<file path="config.mk">
export PLATFORM = sky130hd
export DESIGN_NAME = cal_bank_bridge
export DESIGN_NICKNAME = d
export VERILOG_FILES = /design/src/rtl/cbb_pkg.sv /design/src/rtl/cbb_host_regs.sv /design/src/rtl/cbb_seq.sv /design/src/rtl/cbb_priv_bank.sv /design/src/rtl/cal_bank_bridge.sv
export SDC_FILE = /design/constraint.sdc
export NUM_CORES = 1
export LEC_CHECK = 0
export BUFFER_PORTS_ARGS = -buffer_cell sky130_fd_sc_hd__buf_2
export CORE_MARGIN = 3
export CORE_UTILIZATION = 30
export CTS_CLUSTER_SIZE = 30
export DETAILED_ROUTE_END_ITERATION = 8
export GPL_TIMING_DRIVEN = 0
export MAX_ROUTING_LAYER = met4
export PLACE_DENSITY = 0.57
export REMOVE_ABC_BUFFERS = 1
export SYNTH_ARGS = -nofsm -noshare
export SYNTH_HDL_FRONTEND = slang
export SYNTH_HIERARCHICAL = 1
export SYNTH_SLANG_ARGS = --single-unit
</file>
<file path="constraint.sdc">
create_clock -name clk -period 4.1 [get_ports clk]
set_input_delay 0.615 -clock clk [delete_from_list [all_inputs] [get_ports clk]]
set_output_delay 0.615 -clock clk [all_outputs]
set_load 0.03 [all_outputs]
</file>
<file path="src/rtl/cbb_pkg.sv">
package cbb_pkg;

    localparam int PRIV_AW = 6;
    localparam int WORD_W  = 32;
    localparam int HOST_AW = 2;

    typedef enum logic [HOST_AW-1:0] {
        HR_CMD   = 2'd0,
        HR_WDATA = 2'd1,
        HR_START = 2'd2,
        HR_RDATA = 2'd3
    } host_reg_e;

    typedef enum logic [1:0] {
        SQ_IDLE  = 2'd0,
        SQ_ISSUE = 2'd1,
        SQ_DONE  = 2'd2
    } seq_state_e;

    typedef struct packed {
        logic               wr;
        logic [PRIV_AW-1:0] addr;
        logic [WORD_W-1:0]  data;
    } priv_access_t;

endpackage

</file>
<file path="src/rtl/cbb_host_regs.sv">
module cbb_host_regs
    import cbb_pkg::*;
#(
    parameter int DIR_BIT = 8
) (
    input  logic               clk,
    input  logic               rst_n,
    input  logic               host_wr,
    input  logic [HOST_AW-1:0] host_addr,
    input  logic [WORD_W-1:0]  host_wdata,
    output logic [WORD_W-1:0]  host_rdata,
    input  logic               rd_capture,
    input  logic [WORD_W-1:0]  rd_value,
    output logic               start_rise,
    output logic               start_q,
    output logic [PRIV_AW-1:0] cmd_addr,
    output logic               cmd_rd,
    output logic [WORD_W-1:0]  wdata_q,
    output logic [WORD_W-1:0]  rdata_q
);

    logic wr_cmd;
    logic wr_wdata;
    logic wr_start;

    always_comb begin
        wr_cmd   = host_wr && (host_addr == HR_CMD);
        wr_wdata = host_wr && (host_addr == HR_WDATA);
        wr_start = host_wr && (host_addr == HR_START);
    end

    // edge only: the bit must go from 0 to 1 in this write
    assign start_rise = wr_start && host_wdata[0] && !start_q;

    always_ff @(posedge clk or negedge rst_n) begin
        if (!rst_n) begin
            cmd_addr <= '0;
            cmd_rd   <= 1'b0;
        end else if (wr_cmd) begin
            cmd_addr <= host_wdata[PRIV_AW-1:0];
            cmd_rd   <= host_wdata[DIR_BIT];
        end
    end

    always_ff @(posedge clk or negedge rst_n) begin
        if (!rst_n) begin
            wdata_q <= '0;
        end else if (wr_wdata) begin
            wdata_q <= host_wdata;
        end
    end

    always_ff @(posedge clk or negedge rst_n) begin
        if (!rst_n) begin
            start_q <= 1'b0;
        end else if (wr_start) begin
            start_q <= host_wdata[0];
        end
    end

    always_ff @(posedge clk or negedge rst_n) begin
        if (!rst_n) begin
            rdata_q <= '0;
        end else if (rd_capture) begin
            rdata_q <= rd_value;
        end
    end

    always_comb begin
        host_rdata = '0;
        unique case (host_addr)
            HR_CMD: begin
                host_rdata[PRIV_AW-1:0] = cmd_addr;
                host_rdata[DIR_BIT]     = cmd_rd;
            end
            HR_WDATA: host_rdata    = wdata_q;
            HR_START: host_rdata[0] = start_q;
            HR_RDATA: host_rdata    = rdata_q;
            default:  host_rdata    = '0;
        endcase
    end

endmodule

</file>
<file path="src/rtl/cbb_seq.sv">
module cbb_seq
    import cbb_pkg::*;
(
    input  logic               clk,
    input  logic               rst_n,
    input  logic               start_rise,
    input  logic               cmd_rd,
    input  logic [PRIV_AW-1:0] cmd_addr,
    input  logic [WORD_W-1:0]  wdata_q,
    output logic               busy,
    output logic               acc_en,
    output priv_access_t       acc,
    output logic               rd_capture
);

    seq_state_e   state_q;
    seq_state_e   state_d;
    priv_access_t acc_q;
    logic         accept;

    assign accept = (state_q == SQ_IDLE) && start_rise;

    // state register
    always_ff @(posedge clk or negedge rst_n) begin
        if (!rst_n) begin
            state_q <= SQ_IDLE;
        end else begin
            state_q <= state_d;
        end
    end

    // snapshot of the command at the accepted start edge
    always_ff @(posedge clk or negedge rst_n) begin
        if (!rst_n) begin
            acc_q <= '0;
        end else if (accept) begin
            acc_q.wr   <= !cmd_rd;
            acc_q.addr <= cmd_addr;
            acc_q.data <= wdata_q;
        end
    end

    // transitions
    always_comb begin
        state_d = state_q;
        unique case (state_q)
            SQ_IDLE:  if (start_rise) state_d = SQ_ISSUE;
            SQ_ISSUE: state_d = SQ_DONE;
            SQ_DONE:  state_d = SQ_IDLE;
            default:  state_d = SQ_IDLE;
        endcase
    end

    // outputs
    always_comb begin
        busy       = 1'b0;
        acc_en     = 1'b0;
        rd_capture = 1'b0;
        unique case (state_q)
            SQ_IDLE:  ;
            SQ_ISSUE: begin
                busy       = 1'b1;
                acc_en     = 1'b1;
                rd_capture = !acc_q.wr;
            end
            SQ_DONE:  busy = 1'b1;
            default:  ;
        endcase
    end

    assign acc = acc_q;

endmodule

</file>
<file path="src/rtl/cbb_priv_bank.sv">
module cbb_priv_bank
    import cbb_pkg::*;
#(
    parameter logic [WORD_W-1:0]  UNLOCK_KEY = 32'hA500_0000,
    parameter logic [PRIV_AW-1:0] KEY_ADDR   = 6'h00,
    parameter logic [PRIV_AW-1:0] CTRL_ADDR  = 6'h22,
    parameter logic [PRIV_AW-1:0] CODE_ADDR  = 6'h26,
    parameter int                 MANUAL_BIT = 7,
    parameter int                 CODE_W     = 5
) (
    input  logic               clk,
    input  logic               rst_n,
    input  logic               acc_en,
    input  priv_access_t       acc,
    input  logic [CODE_W-1:0]  auto_code,
    output logic [WORD_W-1:0]  rd_value,
    output logic               bank_open,
    output logic               cal_manual,
    output logic [CODE_W-1:0]  cal_trim
);

    logic do_write;
    logic key_hit;
    logic ctrl_hit;

    always_comb begin
        do_write = acc_en && acc.wr;
        key_hit  = do_write && (acc.addr == KEY_ADDR);
        ctrl_hit = do_write && (acc.addr == CTRL_ADDR) && bank_open;
    end

    // write-protect gate: any write to the key slot re-evaluates it
    always_ff @(posedge clk or negedge rst_n) begin
        if (!rst_n) begin
            bank_open <= 1'b0;
        end else if (key_hit) begin
            bank_open <= (acc.data == UNLOCK_KEY);
        end
    end

    always_ff @(posedge clk or negedge rst_n) begin
        if (!rst_n) begin
            cal_manual <= 1'b0;
            cal_trim   <= '0;
        end else if (ctrl_hit) begin
            cal_manual <= acc.data[MANUAL_BIT];
            cal_trim   <= acc.data[CODE_W-1:0];
        end
    end

    always_comb begin
        rd_value = '0;
        if (acc.addr == KEY_ADDR) begin
            rd_value[0] = bank_open;
        end else if (acc.addr == CTRL_ADDR) begin
            rd_value[MANUAL_BIT]   = cal_manual;
            rd_value[CODE_W-1:0]   = cal_trim;
        end else if (acc.addr == CODE_ADDR) begin
            rd_value[CODE_W-1:0]   = auto_code;
        end
    end

endmodule

</file>
<file path="src/rtl/cal_bank_bridge.sv">
module cal_bank_bridge
    import cbb_pkg::*;
#(
    parameter logic [WORD_W-1:0] UNLOCK_KEY = 32'hA500_0000,
    parameter int                CODE_W     = 5
) (
    input  logic               clk,
    input  logic               rst_n,
    input  logic               host_wr,
    input  logic [HOST_AW-1:0] host_addr,
    input  logic [WORD_W-1:0]  host_wdata,
    output logic [WORD_W-1:0]  host_rdata,
    output logic               busy,
    input  logic [CODE_W-1:0]  auto_code,
    output logic               cal_manual,
    output logic [CODE_W-1:0]  cal_trim
);

    logic               start_rise;
    logic               start_q;
    logic [PRIV_AW-1:0] cmd_addr;
    logic               cmd_rd;
    logic [WORD_W-1:0]  wdata_q;
    logic [WORD_W-1:0]  rdata_q;
    logic               rd_capture;
    logic [WORD_W-1:0]  rd_value;
    logic               acc_en;
    priv_access_t       acc;
    logic               bank_open;

    cbb_host_regs u_host (
        .clk        (clk),
        .rst_n      (rst_n),
        .host_wr    (host_wr),
        .host_addr  (host_addr),
        .host_wdata (host_wdata),
        .host_rdata (host_rdata),
        .rd_capture (rd_capture),
        .rd_value   (rd_value),
        .start_rise (start_rise),
        .start_q    (start_q),
        .cmd_addr   (cmd_addr),
        .cmd_rd     (cmd_rd),
        .wdata_q    (wdata_q),
        .rdata_q    (rdata_q)
    );

    cbb_seq u_seq (
        .clk        (clk),
        .rst_n      (rst_n),
        .start_rise (start_rise),
        .cmd_rd     (cmd_rd),
        .cmd_addr   (cmd_addr),
        .wdata_q    (wdata_q),
        .busy       (busy),
        .acc_en     (acc_en),
        .acc        (acc),
        .rd_capture (rd_capture)
    );

    cbb_priv_bank #(
        .UNLOCK_KEY (UNLOCK_KEY),
        .CODE_W     (CODE_W)
    ) u_bank (
        .clk        (clk),
        .rst_n      (rst_n),
        .acc_en     (acc_en),
        .acc        (acc),
        .auto_code  (auto_code),
        .rd_value   (rd_value),
        .bank_open  (bank_open),
        .cal_manual (cal_manual),
        .cal_trim   (cal_trim)
    );

endmodule

</file>
==> summary.md <==
| Metric | Value |
|---|---|
| Fin nets | `520` |
| Placeable Area | `18300 µm²` |
| RD Place Congestion | `0.781` |
| Register area | `3000 µm²` |
| Syn Area/Cell | `14.6 µm²` |
| Vias in the first global route | `3541` |
| Yosys cell types | `35` |
| FP Rows | `49` |
| Ys Warns | `6` |
| Cell taking the most area after synthesis | `dfrtp_1` |
| Leak | `3.39 nW` |
| Most common flop cell mapped by yosys | `dfrtp_1` |
| Overall Power | `4.45 mW` |
| Async S/R FF share, synth | `1.00` |
| Violation count after the first detailed-routing iteration | `110` |
| Initial antenna violation count | `0` |
| Ports | `81` |
| Worst setup SP type | `primary input` |
| Resized Gates After CTS | `0` |
| Final Max Tran Viols | `0` |
| Worst path cell trace | `buf_2 -> nor2_1 -> a22o_1 -> buf_2` |
| Register area share after synthesis | `0.524` |
| Residual DRC | `0` |
| Vias/cell | `4.57` |
| Via count | `3269` |
| CP max-delay cell | `buf_2` |
| DRT antenna net count | `0` |
| Worst VDD drop | `0.000281 V` |
| Clk sinks | `120` |
| # hold bufs at CTS | `0` |
| H-tree level count | `4` |
| Clock Tree Buf Depth | `2` |
| Synth-to-Final Area Change | `20.0%` |
| CP Capture Type | `primary output` |
| Setup CP Type | `primary input to primary output` |
| CP Data Arrival Time | `2450 ps` |
| Largest net degree at the start of global routing | `64` |
| Synth top area cells | `dfrtp_1 52%, mux2_2 16%, mux2_4 10%` |
| Post-Route WL | `11.8 mm` |
| Required time worst endpoint | `3480 ps` |
| Post-synthesis register bit count | `120` |
| Total negative slack | `0 ps` |
| PortBufs | `80` |
| Overflow left after global routing | `0` |
| Maxcap violations | `0` |
| Die area | `20800 µm²` |
| CP Buf/Inv Count | `2` |
| Clock transition at path regs | `60 ps` |
| Area occupied by multi-input gates | `2480 µm²` |
| CTS buffer count | `17` |
| CP max FO | `36` |
| Most common cell on crit path | `buf_2` |
| Achievable frequency | `327 MHz` |
| Initial Util | `0.312` |
| Final setup vio count | `0` |
| Synthesized area | `5730 µm²` |
| Tightest Hold Check Type | `primary input to asynchronous set/reset pin` |
| Post-CTS setup buffer count | `0` |
| Slew @ Worst Pin | `1170 ps` |
| RR Startpoint | `u_seq/state_q[1]` |
| GR Util All Layers | `0.126` |
| EDFF count, synth | `0` |
| Drt pass-1 iters | `4` |
| Global-route wire length before repair | `19.3 mm` |
| Final Non-Filler Cells | `716` |
| Post-layout min period | `3060 ps` |
| Tcrit/Tclk final | `0.747` |
| Worst setup margin | `1040 ps` |
| Final Hold Fails | `0` |
| Gate Count Post-Synth | `393` |
| Largest delay contributor family on the critical path | `buffers and inverters` |
| Root Driver | `clkbuf_16` |
| Unrepaired setup endpoints after global routing | `false` |
| Worst-Skew Late Latency | `410 ps` |
| WL/cell | `16.4 µm` |
| Pwr dens | `647 nW/µm²` |
| Placed insts | `685` |
| Filler cells | `1736` |
| Pre-CTS setup slack | `819 ps` |
| DIE HEIGHT | `144 µm` |
| Placed wire-length estimate | `7.81 mm` |
| Top cell type's share of synthesized area | `0.524` |
| CP Launch Point | `host_addr[1]` |
| Die X-Extent | `144 µm` |
| Layout cells sized above 1 | `0.501` |
| CTS tree | `yes` |
| Critical Path Max Stage Delay | `860 ps` |
| Antenna diodes | `0` |
| Status | `complete, no violations` |
| Clk_skew | `10.9 ps` |
| Worst relative slew slack | `0.220` |
==> metrics by stage <==
| stage | instance area (µm²) | hold slack (ps) | util |
|---|---|---|---|
| detailed placement | 6260 | 470 | 0.342 |
| global placement | 6170 | 462 | 0.337 |
| global route | 6870 | 202 | 0.375 |
| finish | 6870 | 165 | 0.375 |
| floorplan | 5480 | 319 | - |
| CTS | 6870 | 186 | 0.375 |
==> where the power goes <==
part	leakage, nW	switching, mW	total [mW]	internal [mW]
Combinational	1.61	0.506	1.11	0.603
Sequential	1.50	0.244	1.82	1.57
Clock	0.287	0.526	1.53	0.999
Total	3.39	1.28	4.45	3.17
==> path summary, 6_finish.rpt <==
| kind | end | slack (ps) | depth (start not counted) |
|---|---|---|---|
| max reg2reg | u_host/rdata_q[28] | 2140 | 5 |
| min reg2reg | u_host/rdata_q[5] | 480 | 1 |
| max in group asynchronous | u_bank/bank_open | 3220 | 2 |
| max | host_rdata[8] | 1040 | 4 |
| min in group clk | u_host/wdata_q[26] | 440 | 2 |
| min | u_host/rdata_q[20] | 160 | 1 |
==> cells in the final DEF, fill, tap and decap left out, types with 3 or more instances in the layout <==
master	instances
mux2i_1	26
inv_1	3
buf_2	79
mux2_4	39
clkbuf_16	17
nand4_1	3
mux2_2	83
nor4_1	7
a22o_1	10
ha_1	3
clkinvlp_4	5
dfrtp_1	120
nor2b_1	25
bufinv_16	3
clkbuf_8	3
conb_1	26
==> Yosys cell counts, types with 2 or more instances <==
cell type,count
nor2b_1,26
mux2_1,2
nand4_1,3
buf_2,6
o41ai_1,2
inv_1,3
buf_4,27
nor4bb_1,2
dfrtp_1,120
nor4_1,7
mux2_2,83
nand2_1,3
a22o_1,10
clkbuf_1,4
mux2_4,39
and2_1,2
nor2_1,2
buf_6,8
mux2i_1,26
ha_1,3
==> area by class of cell <==
type	instances	share of cell area
inverter	3	0.00164
clock buffer	20	0.0679
clock inverter	11	0.0213
tap	229	0.0417
multi-input combinational	250	0.361
timing repair buffer	83	0.0701
sequential	120	0.437
==> flip-flops by register name, summed over array words and instances, names as in the netlist <==
| register | cells |
|---|---|
| u_bank/bank_open | 1 |
| u_bank/cal_manual | 1 |
| u_bank/cal_trim | 5 |
| u_host/cmd_addr | 6 |
| u_host/cmd_rd | 1 |
| u_host/rdata_q | 32 |
| u_host/start_q | 1 |
| u_host/wdata_q | 32 |
| u_seq/acc | 39 |
| u_seq/state_q | 2 |
==> kinds of logic (layout without fill, tap and decap cells) <==
kind of cell | Yosys count | count (layout) | share of synthesized area
flip-flops | 120 | 120 | 0.524
adder cells (fa/ha/maj) | 3 | 3 | 0.00656
AO/OA/AOI/OAI | 13 | 13 | 0.0194
buffers and inverters | 48 | 117 | 0.0610
AND/OR/NAND/NOR | 57 | 57 | 0.0693
other | 1 | 26 | 0.000655
multiplexers | 151 | 151 | 0.319
==> worst register-to-register path: cells and delay by family, from the launching register on <==
family	cells	cell delay, ps
muxes	1	370
and+or+nand+nor	1	540
DFF	1	370
adders and majority gates	1	220
buffers and inverters	2	350
==> layer usage <==
layer | track usage | vias up | part of all wire
li1 | - | 1523 | -
met1 | 0.164 | 1678 | 0.47
met2 | 0.193 | 64 | 0.48
met3 | 0.0384 | 4 | 0.040
met4 | 0.0324 | 0 | 0.0039
met5 | - | - | 0
Power figures use the tool's default switching activity.
